--- src/rtl/gpio_irq_pkg.sv ---
package gpio_irq_pkg;

    localparam int BUS_AW   = 4;
    localparam int BUS_DW   = 32;
    localparam int MAX_PINS = 32;

    // Word addresses of the register map
    typedef enum logic [BUS_AW-1:0] {
        RG_VALUE = 4'd0,
        RG_DIR   = 4'd1,
        RG_IEN   = 4'd2,
        RG_STAT  = 4'd3,
        RG_PEND  = 4'd4,
        RG_CLR   = 4'd5,
        RG_EDGE  = 4'd6,
        RG_POL   = 4'd7,
        RG_VER   = 4'd8,
        RG_BOTH  = 4'd9
    } reg_sel_e;

    // Trigger configuration of one pin
    typedef struct packed {
        logic edge_mode;   // 0 level, 1 edge
        logic rise_high;   // 1 high/rising, 0 low/falling
        logic any_edge;    // with edge_mode: both directions
    } trig_cfg_t;

    // Decide whether a pin raises an event this cycle
    function automatic logic trig_fire(trig_cfg_t c, logic cur, logic last);
        logic f;
        if (!c.edge_mode)
            f = (cur == c.rise_high);
        else if (c.any_edge)
            f = cur ^ last;
        else if (c.rise_high)
            f = cur & ~last;
        else
            f = ~cur & last;
        return f;
    endfunction

endpackage

--- src/rtl/gpio_sync.sv ---
module gpio_sync #(
    parameter int W      = 32,
    parameter int STAGES = 2
) (
    input  logic         clk,
    input  logic         rst,
    input  logic [W-1:0] d,
    output logic [W-1:0] q
);
    logic [STAGES-1:0][W-1:0] chain;

    always_ff @(posedge clk) begin
        if (rst) begin
            chain <= '0;
        end else begin
            chain[0] <= d;
            for (int i = 1; i < STAGES; i++) begin
                chain[i] <= chain[i-1];
            end
        end
    end

    assign q = chain[STAGES-1];
endmodule

--- src/rtl/gpio_trig_cell.sv ---
module gpio_trig_cell
    import gpio_irq_pkg::*;
(
    input  logic      clk,
    input  logic      rst,
    input  logic      lvl,
    input  trig_cfg_t cfg,
    output logic      fire
);
    logic last_q;

    always_ff @(posedge clk) begin
        if (rst) last_q <= 1'b0;
        else     last_q <= lvl;
    end

    assign fire = trig_fire(cfg, lvl, last_q);
endmodule

--- src/rtl/gpio_pend_bank.sv ---
module gpio_pend_bank #(
    parameter int W = 32
) (
    input  logic         clk,
    input  logic         rst,
    input  logic [W-1:0] fire,
    input  logic [W-1:0] clr,
    input  logic [W-1:0] ien,
    output logic [W-1:0] pend,
    output logic [W-1:0] masked,
    output logic         irq
);
    always_ff @(posedge clk) begin
        if (rst) pend <= '0;
        else     pend <= (pend & ~clr) | fire;   // new event wins over clear
    end

    assign masked = pend & ien;
    assign irq    = |masked;
endmodule

--- src/rtl/gpio_regfile.sv ---
module gpio_regfile
    import gpio_irq_pkg::*;
#(
    parameter int W          = 32,
    parameter int HW_VERSION = 3
) (
    input  logic              clk,
    input  logic              rst,
    input  logic [BUS_AW-1:0] bus_addr,
    input  logic              bus_we,
    input  logic [BUS_DW-1:0] bus_wdata,
    output logic [BUS_DW-1:0] bus_rdata,
    input  logic [W-1:0]      lvl,
    input  logic [W-1:0]      pend,
    input  logic [W-1:0]      masked,
    output logic [W-1:0]      out_val,
    output logic [W-1:0]      dir_q,
    output logic [W-1:0]      ien_q,
    output logic [W-1:0]      edge_q,
    output logic [W-1:0]      pol_q,
    output logic [W-1:0]      both_q,
    output logic [W-1:0]      clr
);
    localparam bit HAS_BOTH = (HW_VERSION >= 3);

    logic [W-1:0] wd;
    logic         wr_val, wr_dir, wr_ien, wr_edge, wr_pol, wr_both, wr_clr;

    assign wd      = bus_wdata[W-1:0];
    assign wr_val  = bus_we && (bus_addr == RG_VALUE);
    assign wr_dir  = bus_we && (bus_addr == RG_DIR);
    assign wr_ien  = bus_we && (bus_addr == RG_IEN);
    assign wr_edge = bus_we && (bus_addr == RG_EDGE);
    assign wr_pol  = bus_we && (bus_addr == RG_POL);
    assign wr_both = bus_we && (bus_addr == RG_BOTH);
    assign wr_clr  = bus_we && (bus_addr == RG_CLR);

    assign clr = wr_clr ? wd : '0;

    always_ff @(posedge clk) begin
        if (rst) begin
            out_val <= '0;
            dir_q   <= '1;
            ien_q   <= '0;
            edge_q  <= '1;
            pol_q   <= '1;
        end else begin
            if (wr_val)  out_val <= wd;
            if (wr_dir)  dir_q   <= wd;
            if (wr_ien)  ien_q   <= wd;
            if (wr_edge) edge_q  <= wd;
            if (wr_pol)  pol_q   <= wd;
        end
    end

    generate
        if (HAS_BOTH) begin : g_both
            always_ff @(posedge clk) begin
                if (rst)          both_q <= '0;
                else if (wr_both) both_q <= wd;
            end
        end else begin : g_no_both
            assign both_q = '0;
        end
    endgenerate

    logic [W-1:0] rd_pins;

    always_comb begin
        rd_pins = '0;
        case (bus_addr)
            RG_VALUE: rd_pins = (lvl & dir_q) | (out_val & ~dir_q);
            RG_DIR:   rd_pins = dir_q;
            RG_IEN:   rd_pins = ien_q;
            RG_STAT:  rd_pins = masked;
            RG_PEND:  rd_pins = pend;
            RG_EDGE:  rd_pins = edge_q;
            RG_POL:   rd_pins = pol_q;
            RG_BOTH:  rd_pins = both_q;
            default:  rd_pins = '0;
        endcase
    end

    always_comb begin
        bus_rdata = '0;
        if (bus_addr == RG_VER) bus_rdata = BUS_DW'(HW_VERSION);
        else                    bus_rdata[W-1:0] = rd_pins;
    end
endmodule

--- src/rtl/gpio_irq_port.sv ---
module gpio_irq_port
    import gpio_irq_pkg::*;
#(
    parameter int NPINS      = 32,
    parameter int HW_VERSION = 3,
    parameter int SYNC_DEPTH = 2
) (
    input  logic              clk,
    input  logic              rst,
    input  logic [BUS_AW-1:0] bus_addr,
    input  logic              bus_we,
    input  logic [BUS_DW-1:0] bus_wdata,
    output logic [BUS_DW-1:0] bus_rdata,
    input  logic [NPINS-1:0]  pin_in,
    output logic [NPINS-1:0]  pin_out,
    output logic [NPINS-1:0]  pin_oe,
    output logic              irq
);
    logic [NPINS-1:0] lvl_sync, fire_vec, pend_vec, masked_vec, clr_vec;
    logic [NPINS-1:0] out_val, dir_q, ien_q, edge_q, pol_q, both_q;

    gpio_sync #(.W(NPINS), .STAGES(SYNC_DEPTH)) u_sync (
        .clk (clk),
        .rst (rst),
        .d   (pin_in),
        .q   (lvl_sync)
    );

    generate
        for (genvar i = 0; i < NPINS; i++) begin : g_pin
            trig_cfg_t cfg;
            assign cfg = '{edge_mode: edge_q[i], rise_high: pol_q[i], any_edge: both_q[i]};
            gpio_trig_cell u_cell (
                .clk  (clk),
                .rst  (rst),
                .lvl  (lvl_sync[i]),
                .cfg  (cfg),
                .fire (fire_vec[i])
            );
        end
    endgenerate

    gpio_pend_bank #(.W(NPINS)) u_pend (
        .clk    (clk),
        .rst    (rst),
        .fire   (fire_vec),
        .clr    (clr_vec),
        .ien    (ien_q),
        .pend   (pend_vec),
        .masked (masked_vec),
        .irq    (irq)
    );

    gpio_regfile #(.W(NPINS), .HW_VERSION(HW_VERSION)) u_regs (
        .clk       (clk),
        .rst       (rst),
        .bus_addr  (bus_addr),
        .bus_we    (bus_we),
        .bus_wdata (bus_wdata),
        .bus_rdata (bus_rdata),
        .lvl       (lvl_sync),
        .pend      (pend_vec),
        .masked    (masked_vec),
        .out_val   (out_val),
        .dir_q     (dir_q),
        .ien_q     (ien_q),
        .edge_q    (edge_q),
        .pol_q     (pol_q),
        .both_q    (both_q),
        .clr       (clr_vec)
    );

    assign pin_out = out_val;
    assign pin_oe  = ~dir_q;
endmodule

--- config.mk ---
export PLATFORM = sky130hd
export DESIGN_NAME = gpio_irq_port
export DESIGN_NICKNAME = d
export VERILOG_FILES = /design/src/rtl/gpio_irq_pkg.sv /design/src/rtl/gpio_sync.sv /design/src/rtl/gpio_trig_cell.sv /design/src/rtl/gpio_pend_bank.sv /design/src/rtl/gpio_regfile.sv /design/src/rtl/gpio_irq_port.sv
export SDC_FILE = /design/constraint.sdc
export NUM_CORES = 1
export LEC_CHECK = 0
export BUFFER_PORTS_ARGS = -buffer_cell sky130_fd_sc_hd__buf_2
export CORE_MARGIN = 3
export CORE_UTILIZATION = 40
export DETAILED_ROUTE_END_ITERATION = 10
export GPL_TIMING_DRIVEN = 0
export HOLD_SLACK_MARGIN = 0.15
export MAX_ROUTING_LAYER = met4
export PLACE_DENSITY = 0.54
export SLEW_MARGIN = 20
export SYNTH_ARGS = -nofsm -noshare
export SYNTH_HDL_FRONTEND = slang
export SYNTH_SLANG_ARGS = --single-unit
--- constraint.sdc ---
create_clock -name clk -period 4.3 [get_ports clk]
set_clock_uncertainty 0.15 [all_clocks]
set_input_delay 1.29 -clock clk [delete_from_list [all_inputs] [get_ports clk]]
set_output_delay 1.29 -clock clk [all_outputs]
set_load 0.005 [all_outputs]
* After elaboration in Yosys (flattened, before gate mapping)
Index checks and enable logic that the tools add are counted.
Storage, ports and cells: input port bits 71, output and inout port bits 97, register bits 320, logic and storage cells 358
Operators by class: bitwise gates (word level) 168, reduce and logical (&&, ||, !) cells 9, equal/unequal tests 41, muxes and demuxes 99
Operator list (number):
- $pmux 32 s8 | 1
- $and 32x32->32 | 4
- $mux 1 | 96
- $and 1x1->1 | 64
- $mux 32 | 2
- $not 1->1 | 64
- $not 32->32 | 2
- $or 32x32->32 | 2
- $eq 1x1->1 | 32
- $reduce_or 32->1 | 1
- $xor 1x1->1 | 32
- $eq 4x3->1 const B | 4
- $eq 4x2->1 const B | 2
- $eq 4x4->1 const B | 2
- $logic_and 1x1->1 | 7
- $eq 4x1->1 const B | 1
- $logic_not 4->1 | 1

* Longest topological paths before layout
Gate-level depths: netlist of run 1.
word-level depth 6, mapped depth 8, depth with buffers taken out 6

* Modules after synthesis
A second synthesis of run 1 with hierarchy kept.
Unflattened totals: cell total of the unflattened synthesis 1898, area total of the unflattened synthesis 16309.4 um^2
By module, submodules not included:
- gpio_regfile | sequential area each 3843.7 um^2, times used 1, area an instance 9357.7 um^2, cells each 1171
- gpio_trig_cell | sequential area each 20.0 um^2, times used 32, area an instance 103.8 um^2, cells each 11
- gpio_sync | sequential area each 1281.2 um^2, times used 1, area an instance 2158.3 um^2, cells each 167
- gpio_pend_bank | sequential area each 640.6 um^2, times used 1, area an instance 1350.0 um^2, cells each 176
- gpio_irq_port | sequential area each 0.0 um^2, times used 1, area an instance 120.1 um^2, cells each 32

* Worst setup path after synthesis of run 1
No wires, ideal clock.
path type input to output, start point input bus_addr[1], end point output bus_rdata[11], stages on the path 7, slack 0.373 ns, data arrival time 2.487 ns, cells stage by stage buf_2 > buf_4 > or4_1 > buf_2 > o32ai_1 > a21oi_1 > o221ai_1
On the way: longest elaborated chain between the ends 3
Ends and longest elaborated chain:
- from (decl) | line gpio_irq_port.sv:10 | input logic [BUS_AW-1:0] bus_addr,
- $eq 4x4->1 (tied with other cells) | line gpio_regfile.sv:71 | case (bus_addr)
- $pmux 32 s8 | line gpio_regfile.sv:71
- $mux 32 (*) | line gpio_regfile.sv:86 | if (bus_addr == RG_VER) bus_rdata = BUS_DW'(HW_VERSION);
- to (decl) | line gpio_irq_port.sv:13 | output logic [BUS_DW-1:0] bus_rdata,
Mark *: on every way between the ends. The rest lies on a longest branch, timed or not.

* Final worst setup path of run 1
start point input bus_addr[2], end point output bus_rdata[8]
The elaborated chain is that of the path after synthesis.

==> results of run 1 <==
[worst paths after layout]
kind | from | to | slack, ns | cells after the start
max | bus_addr[2] | bus_rdata[8] | 0.006 | 7
min | u_sync.chain[24] | u_sync.q[24] | 0.28 | 1
max reg2reg | u_sync.q[0] | u_pend.pend[0] | 2.57 | 6
min reg2reg | u_sync.chain[24] | u_sync.q[24] | 0.28 | 1
[Yosys cell counts, drive strengths merged (14+ instances only)]
library cell	instances	share of area
a211o	37	0.022
a21oi	168	0.056
a22oi	16	0.0080
a31oi	34	0.014
a32oi	26	0.015
buf	66	0.024
clkbuf	60	0.015
dfxtp	320	0.43
ha	64	0.053
inv	105	0.026
mux2	14	0.010
mux2i	27	0.018
nand2	444	0.11
nand2b	14	0.0058
nand3	71	0.024
nand4	39	0.016
nor2	70	0.017
nor2b	102	0.042
o211ai	43	0.021
xor2	32	0.019
[worst register-to-register path: cells and delay by family, from the launching register on]
family	cells	cell delay (ns)
buf+inv	1	0.10
fa+ha+maj	1	0.18
compound gates	3	0.58
simple gates	1	0.13
flops	1	0.47
[registers in the layout (all words and copies together), names as in the netlist]
register	count
u_regs.ien_q	32
u_regs.edge_q	32
u_regs.pol_q	32
g_pin.u_cell.last_q	32
u_regs.dir_q	32
u_regs.out_val	32
u_pend.pend	32
u_regs.both_q	32
u_sync.chain	32
u_sync.q	32
[layer usage]
layer | up-vias | share of wire | track usage
li1 | 6784 | - | -
met1 | 6995 | 0.44 | 0.416
met2 | 636 | 0.43 | 0.452
met3 | 138 | 0.087 | 0.0686
met4 | 0 | 0.042 | 0.131
met5 | - | 0 | -
[stage by stage]
step	TNS [ns]	area, sq um
after floorplan	0	15100
after global placement	-20.11	16500
after detailed placement	-20.51	16500
after CTS	0	18200
after global routing	0	18400
final	0	18400
[power by group through the flow]
stage          clock [mW]  combinational, mW  sequential (mW)
4_1_cts              3.54              0.655             3.14
3_5_place_dp            0              0.626             3.20
5_1_grt              3.66              0.734             3.15
2_1_floorplan           0              0.347             3.17
6_report             3.51              0.683             3.14
3_3_place_gp            0              0.619             3.20
[cell type report]
| cell class | instances | area [sq um] | area share |
|---|---|---|---|
| plain buffers | 125 | 807 | 0.0438 |
| multi-input cells | 1298 | 7750 | 0.420 |
| well taps | 504 | 631 | 0.0342 |
| clock buffers | 56 | 1160 | 0.0629 |
| flip-flops and latches | 320 | 6410 | 0.348 |
| inverters | 106 | 398 | 0.0216 |
| repair buffers | 191 | 1090 | 0.0591 |
| clock inverters | 11 | 189 | 0.0103 |
[logic make-up after synthesis]
group,Yosys count
AO/OA/AOI/OAI,395
XOR/XNOR,32
adder cells (fa/ha/maj),64
buffers and inverters,232
flip-flops,320
multiplexers,41
AND/OR/NAND/NOR,766
[timing repair]
item | 4_1_cts | 5_1_grt
buffers inserted | 21 | 4
pin swaps | 6 | 3
hold buffers | 0 | 0
gates resized for setup | 60 | 34
setup endpoints to repair | 32 | 27
cloned | 0 | 2
==> flow_metrics.py, run 1 <==
metrics = {
    "finish": {
        "final_common_cell": "nand2_1",
        "final_cell_mix": "nand2_1, dfxtp_1, buf_2",
        "fillCellCount": 3609,
        "utilization": 0.500,
        "diodes": 0,
        "fin_cells": 2611,
        "drive_above_1_share": 0.167,
        "fin_nets": 2215,
        "syn_to_final_growth_pct": 22.4,
    },
    "yosys": {
        "synth-edff-count": 0,
        "async_flop_share": 0,
        "syn_nets": 1985,
        "ys_seq_elements": 320,
        "synth.distinct_cells": 50,
        "synthCells": 1850,
        "synth_top_flop_cell": "dfxtp_1",
        "synth_xor_xnor_area_share": 0.0186,
        "synthAdderAreaFrac": 0.0532,
        "synthMuxAreaShare": 0.0284,
        "seq_area_frac_synth": 0.426,
        "synth_top_family_by_area": "simple AND/OR/NAND/NOR gates",
        "ys_warn_count": 0,
        "synth_compound_area_frac": 0.175,
        "syn_area_per_cell_sq_um": 8.14,
        "synth_area_sq_um": 15100,
        "yosys.area_share.simple": 0.233,
    },
    "worst_setup_path": {
        "required_ns": 2.86,
        "cp-start-kind": "primary input",
        "path_delay_family": "buffers and inverters",
        "crit_type": "in2out",
        "crit_path_frequent_cell": "buf_2",
        "cp_max_fo": 10,
        "arrival_ns": 2.85,
        "crit_buf_inv": 4,
        "end_kind": "output port",
        "slowest_stage": "a32oi_1",
        "cp_slowest_stage_delay_ns": 0.40,
        "cp_cell_sequence": "buf_2, buf_6, clkbuf_4, and2_1, a32oi_1, o221ai_1, buf_2",
    },
    "grt": {
        "grt-ovfl-total": 0,
        "grt_usage": 0.310,
        "grt_pass1_vias": 13500,
        "grt_start_max_net_pins": 20,
        "grt_pass1_wl_um": 88400,
        "antenna_found_initial": 0,
    },
    "clocking": {
        "cts_sinks": 320,
        "cts_max_level": 2,
        "clockBufferDepth": 3,
        "cts_buffers": 38,
        "clkLatencyLatePin_ns": 0.56,
        "path_clk_slew_ns": 0.06,
        "cts_tree": "done",
        "cts_root_buffer": "clkbuf_16",
    },
    "floorplanning": {
        "die_y_um": 200,
        "core_area_sq_um": 36900,
        "die_w_um": 200,
        "core.rowCount": 70,
        "initial_core_util": 0.408,
        "boundaryPins": 168,
        "die_area_sq_um": 40000,
    },
    "timing": {
        "setup_viol_count_final": 0,
        "period_needed_ns": 4.29,
        "fmax_ghz": 0.233,
        "setup_ws_ns": 0.00614,
        "fin_crit_sh": 0.999,
        "worst_slew_pin_slew_ns": 1.05,
        "finalHoldViolCount": 0,
        "rsz0062_at_grt": "no",
        "slew_viol_final": 0,
        "hold_ws_ns": 0.281,
        "timing.slew.headroom": 0.302,
    },
    "placement": {
        "gp_congestion": 0.964,
        "hpwl_um": 42000,
        "place_ws_ns": -0.864,
        "portBuffers": 164,
        "dp.cells": 2518,
    },
    "outcome": {
        "status": "finished, final reports clean",
    },
    "power_and_ir_drop": {
        "switchingPower_mw": 1.86,
        "swShare": 0.253,
        "clockPowerShare": 0.478,
        "combPwrFrac": 0.093,
        "vdd_drop_max_uv": 264,
        "pwr-share-seq": 0.429,
        "p_int_mw": 5.48,
        "power_density_nw_per_um2": 398,
        "p_leak_nw": 7.84,
        "finalPower_mw": 7.33,
    },
    "hold_path": {
        "worstHoldPathType": "reg2reg",
    },
    "drt": {
        "dr.first_iter.drc_count": 1448,
        "viasPerCell": 5.57,
        "wl_per_cell_um": 23.4,
        "drc": 0,
        "dr.pass1.iters": 8,
        "ant_nets": 0,
        "vias": 14600,
        "routed_wl_um": 61200,
    },
    "flow_run": {
        "cap_viol_max_count": 0,
    },
}
Power figures use the tool's default switching activity.
==> run 2: changes to the inputs <==
CTS_BUF_LIST = sky130_fd_sc_hd__clkbuf_8 sky130_fd_sc_hd__clkbuf_16   (was not set)
==> run 2 against run 1 <==
Combinational power is essentially flat. Utilization is the same. Non-clock buffer count is the same. Sequential power is essentially flat. Setup slack gained 0.011 ns. Cell area is the same. Critical path type unchanged.
==> flow_metrics.py, run 2 (synthesis results as in run 1) <==
metrics = {
    "outcome": {
        "status": "finished, final reports clean",
    },
    "grt": {
        "grt_pass1_vias": 13500,
        "antenna_found_initial": 0,
        "grt_usage": 0.310,
        "grt_pass1_wl_um": 88400,
        "grt-ovfl-total": 0,
        "grt_start_max_net_pins": 20,
    },
    "hold_path": {
        "hold_end": "u_sync.q[24]",
        "whs_path_depth": 1,
        "worstHoldPathType": "reg2reg",
        "hp-start": "u_sync.chain[24]",
    },
    "placement": {
        "place_area_sq_um": 16500,
        "portBuffers": 164,
        "gp_congestion": 0.964,
        "dp.cells": 2518,
        "place_ws_ns": -0.864,
        "hpwl_um": 42000,
    },
    "floorplanning": {
        "die_y_um": 200,
        "core.rowCount": 70,
        "core_area_sq_um": 36900,
        "boundaryPins": 168,
        "die_area_sq_um": 40000,
        "die_w_um": 200,
        "initial_core_util": 0.408,
    },
    "worst_setup_path": {
        "timing.rr.start": "u_sync.q[8]",
        "reg2reg_depth": 6,
        "arrival_ns": 2.84,
        "cp_max_fo": 10,
        "cp-start-kind": "primary input",
        "required_ns": 2.86,
        "crit_start": "bus_addr[3]",
        "crit_type": "in2out",
        "r2r_setup_slack_ns": 2.57,
        "timing.rr.end": "u_pend.pend[8]",
        "end_kind": "output port",
    },
    "timing": {
        "fmax_ghz": 0.233,
        "worst_slew_pin_slew_ns": 1.04,
        "period_needed_ns": 4.28,
        "slew_viol_final": 0,
        "rsz0062_at_grt": "no",
        "setup_ws_ns": 0.0172,
        "hold_ws_ns": 0.282,
        "setup_viol_count_final": 0,
        "timing.slew.headroom": 0.309,
        "fin_crit_sh": 0.996,
        "finalHoldViolCount": 0,
    },
    "drt": {
        "topRoutingLayerUsed": "met4",
        "dr.first_iter.drc_count": 1447,
        "viasPerCell": 5.58,
        "wl_met1_um": 26900,
        "drc": 0,
        "dr.pass1.iters": 6,
        "dr_wl_met3_um": 5410,
        "routed_wl_um": 61200,
        "dr_wl_met2_um": 26400,
        "ant_nets": 0,
        "wl_per_cell_um": 23.5,
        "vias": 14600,
    },
    "power_and_ir_drop": {
        "power_density_nw_per_um2": 397,
        "pwr-share-seq": 0.429,
        "switchingPower_mw": 1.86,
        "clockPowerShare": 0.477,
        "swShare": 0.254,
        "combPwrFrac": 0.093,
        "p_int_mw": 5.46,
        "vdd_drop_max_uv": 264,
        "p_leak_nw": 7.87,
    },
    "finish": {
        "final_cell_mix": "nand2_1, dfxtp_1, buf_2",
        "syn_to_final_growth_pct": 22.4,
        "fin_cells": 2611,
        "fin_nets": 2215,
        "fillCellCount": 3609,
        "drive_above_1_share": 0.167,
        "diodes": 0,
        "final_common_cell": "nand2_1",
        "postLayoutCellArea_sq_um": 18400,
    },
    "clocking": {
        "cts_tree": "done",
        "cts_hold_buf": 0,
        "cts_root_buffer": "clkbuf_16",
        "cts_max_level": 2,
        "cts_buffers": 38,
        "clockBufferDepth": 3,
        "cts_sinks": 320,
        "path_clk_slew_ns": 0.06,
        "clkLatencyLatePin_ns": 0.56,
    },
    "flow_run": {
        "cap_viol_max_count": 0,
    },
}
==> run 2: cell types whose count changed in the layout (fill, tap and decap cells not counted) <==
cell,delta
clkbuf_1,-5
inv_1,+5
==> run 2: power groups by stage <==
stage	Sequential [mW]	Combinational [mW]	Clock, mW
floorplan	3.17	0.347	0
global placement	3.20	0.619	0
detailed placement	3.20	0.626	0
CTS	3.14	0.655	3.53
global route	3.15	0.734	3.65
finish	3.14	0.683	3.50
==> run 2: worst max-delay path by stage <==
stage | to | slack (ns) | depth (start not counted)
after global placement | bus_rdata[15] | -0.85 | 8
after detailed placement | bus_rdata[15] | -0.86 | 8
after CTS | bus_rdata[0] | 0.004 | 7
after floorplan | bus_rdata[11] | 0.37 | 7
after global routing | bus_rdata[30] | 0.001 | 9
final | bus_rdata[31] | 0.02 | 7
==> run 2: layout make-up <==
cell class / count / area, sq um / share of cell area
inverter: 106 / 398 / 0.0216
sequential: 320 / 6410 / 0.348
clock buffer: 51 / 1140 / 0.0619
tap: 504 / 631 / 0.0342
buffer: 125 / 807 / 0.0438
multi-input combinational: 1298 / 7750 / 0.420
timing repair buffer: 191 / 1090 / 0.0591
clock inverter: 16 / 208 / 0.0113
==> run 2: per-stage QoR <==
step | util | TNS [ns] | power, mW
5_1_grt | 0.500 | 0 | 7.53
6_report | 0.500 | 0 | 7.32
3_5_place_dp | 0.448 | -20.51 | 3.83
4_1_cts | 0.494 | 0 | 7.33
2_1_floorplan | - | 0 | 3.52
3_3_place_gp | 0.448 | -20.11 | 3.82
==> run 2: critical path: stages <==
cell and delay (ns):
buf_4 0.15, nor2b_1 0.11, clkbuf_1 0.26, buf_2 0.50, a22oi_1 0.22, o211ai_1 0.15
buf_2 0.15
==> run 2: timing repair <==
| item | 4_1_cts | 5_1_grt |
|---|---|---|
| endpoints found under the setup margin | 32 | 27 |
| gates resized for setup | 60 | 34 |
| buffers inserted | 21 | 4 |
| pin swaps | 6 | 3 |
| gates cloned | 0 | 2 |
==> run 2: metal layers <==
layer  vias up  GRT usage
li1       6777          -
met1      7006      0.416
met2       638      0.452
met3       142     0.0686
met4         0      0.131
met5         -          -
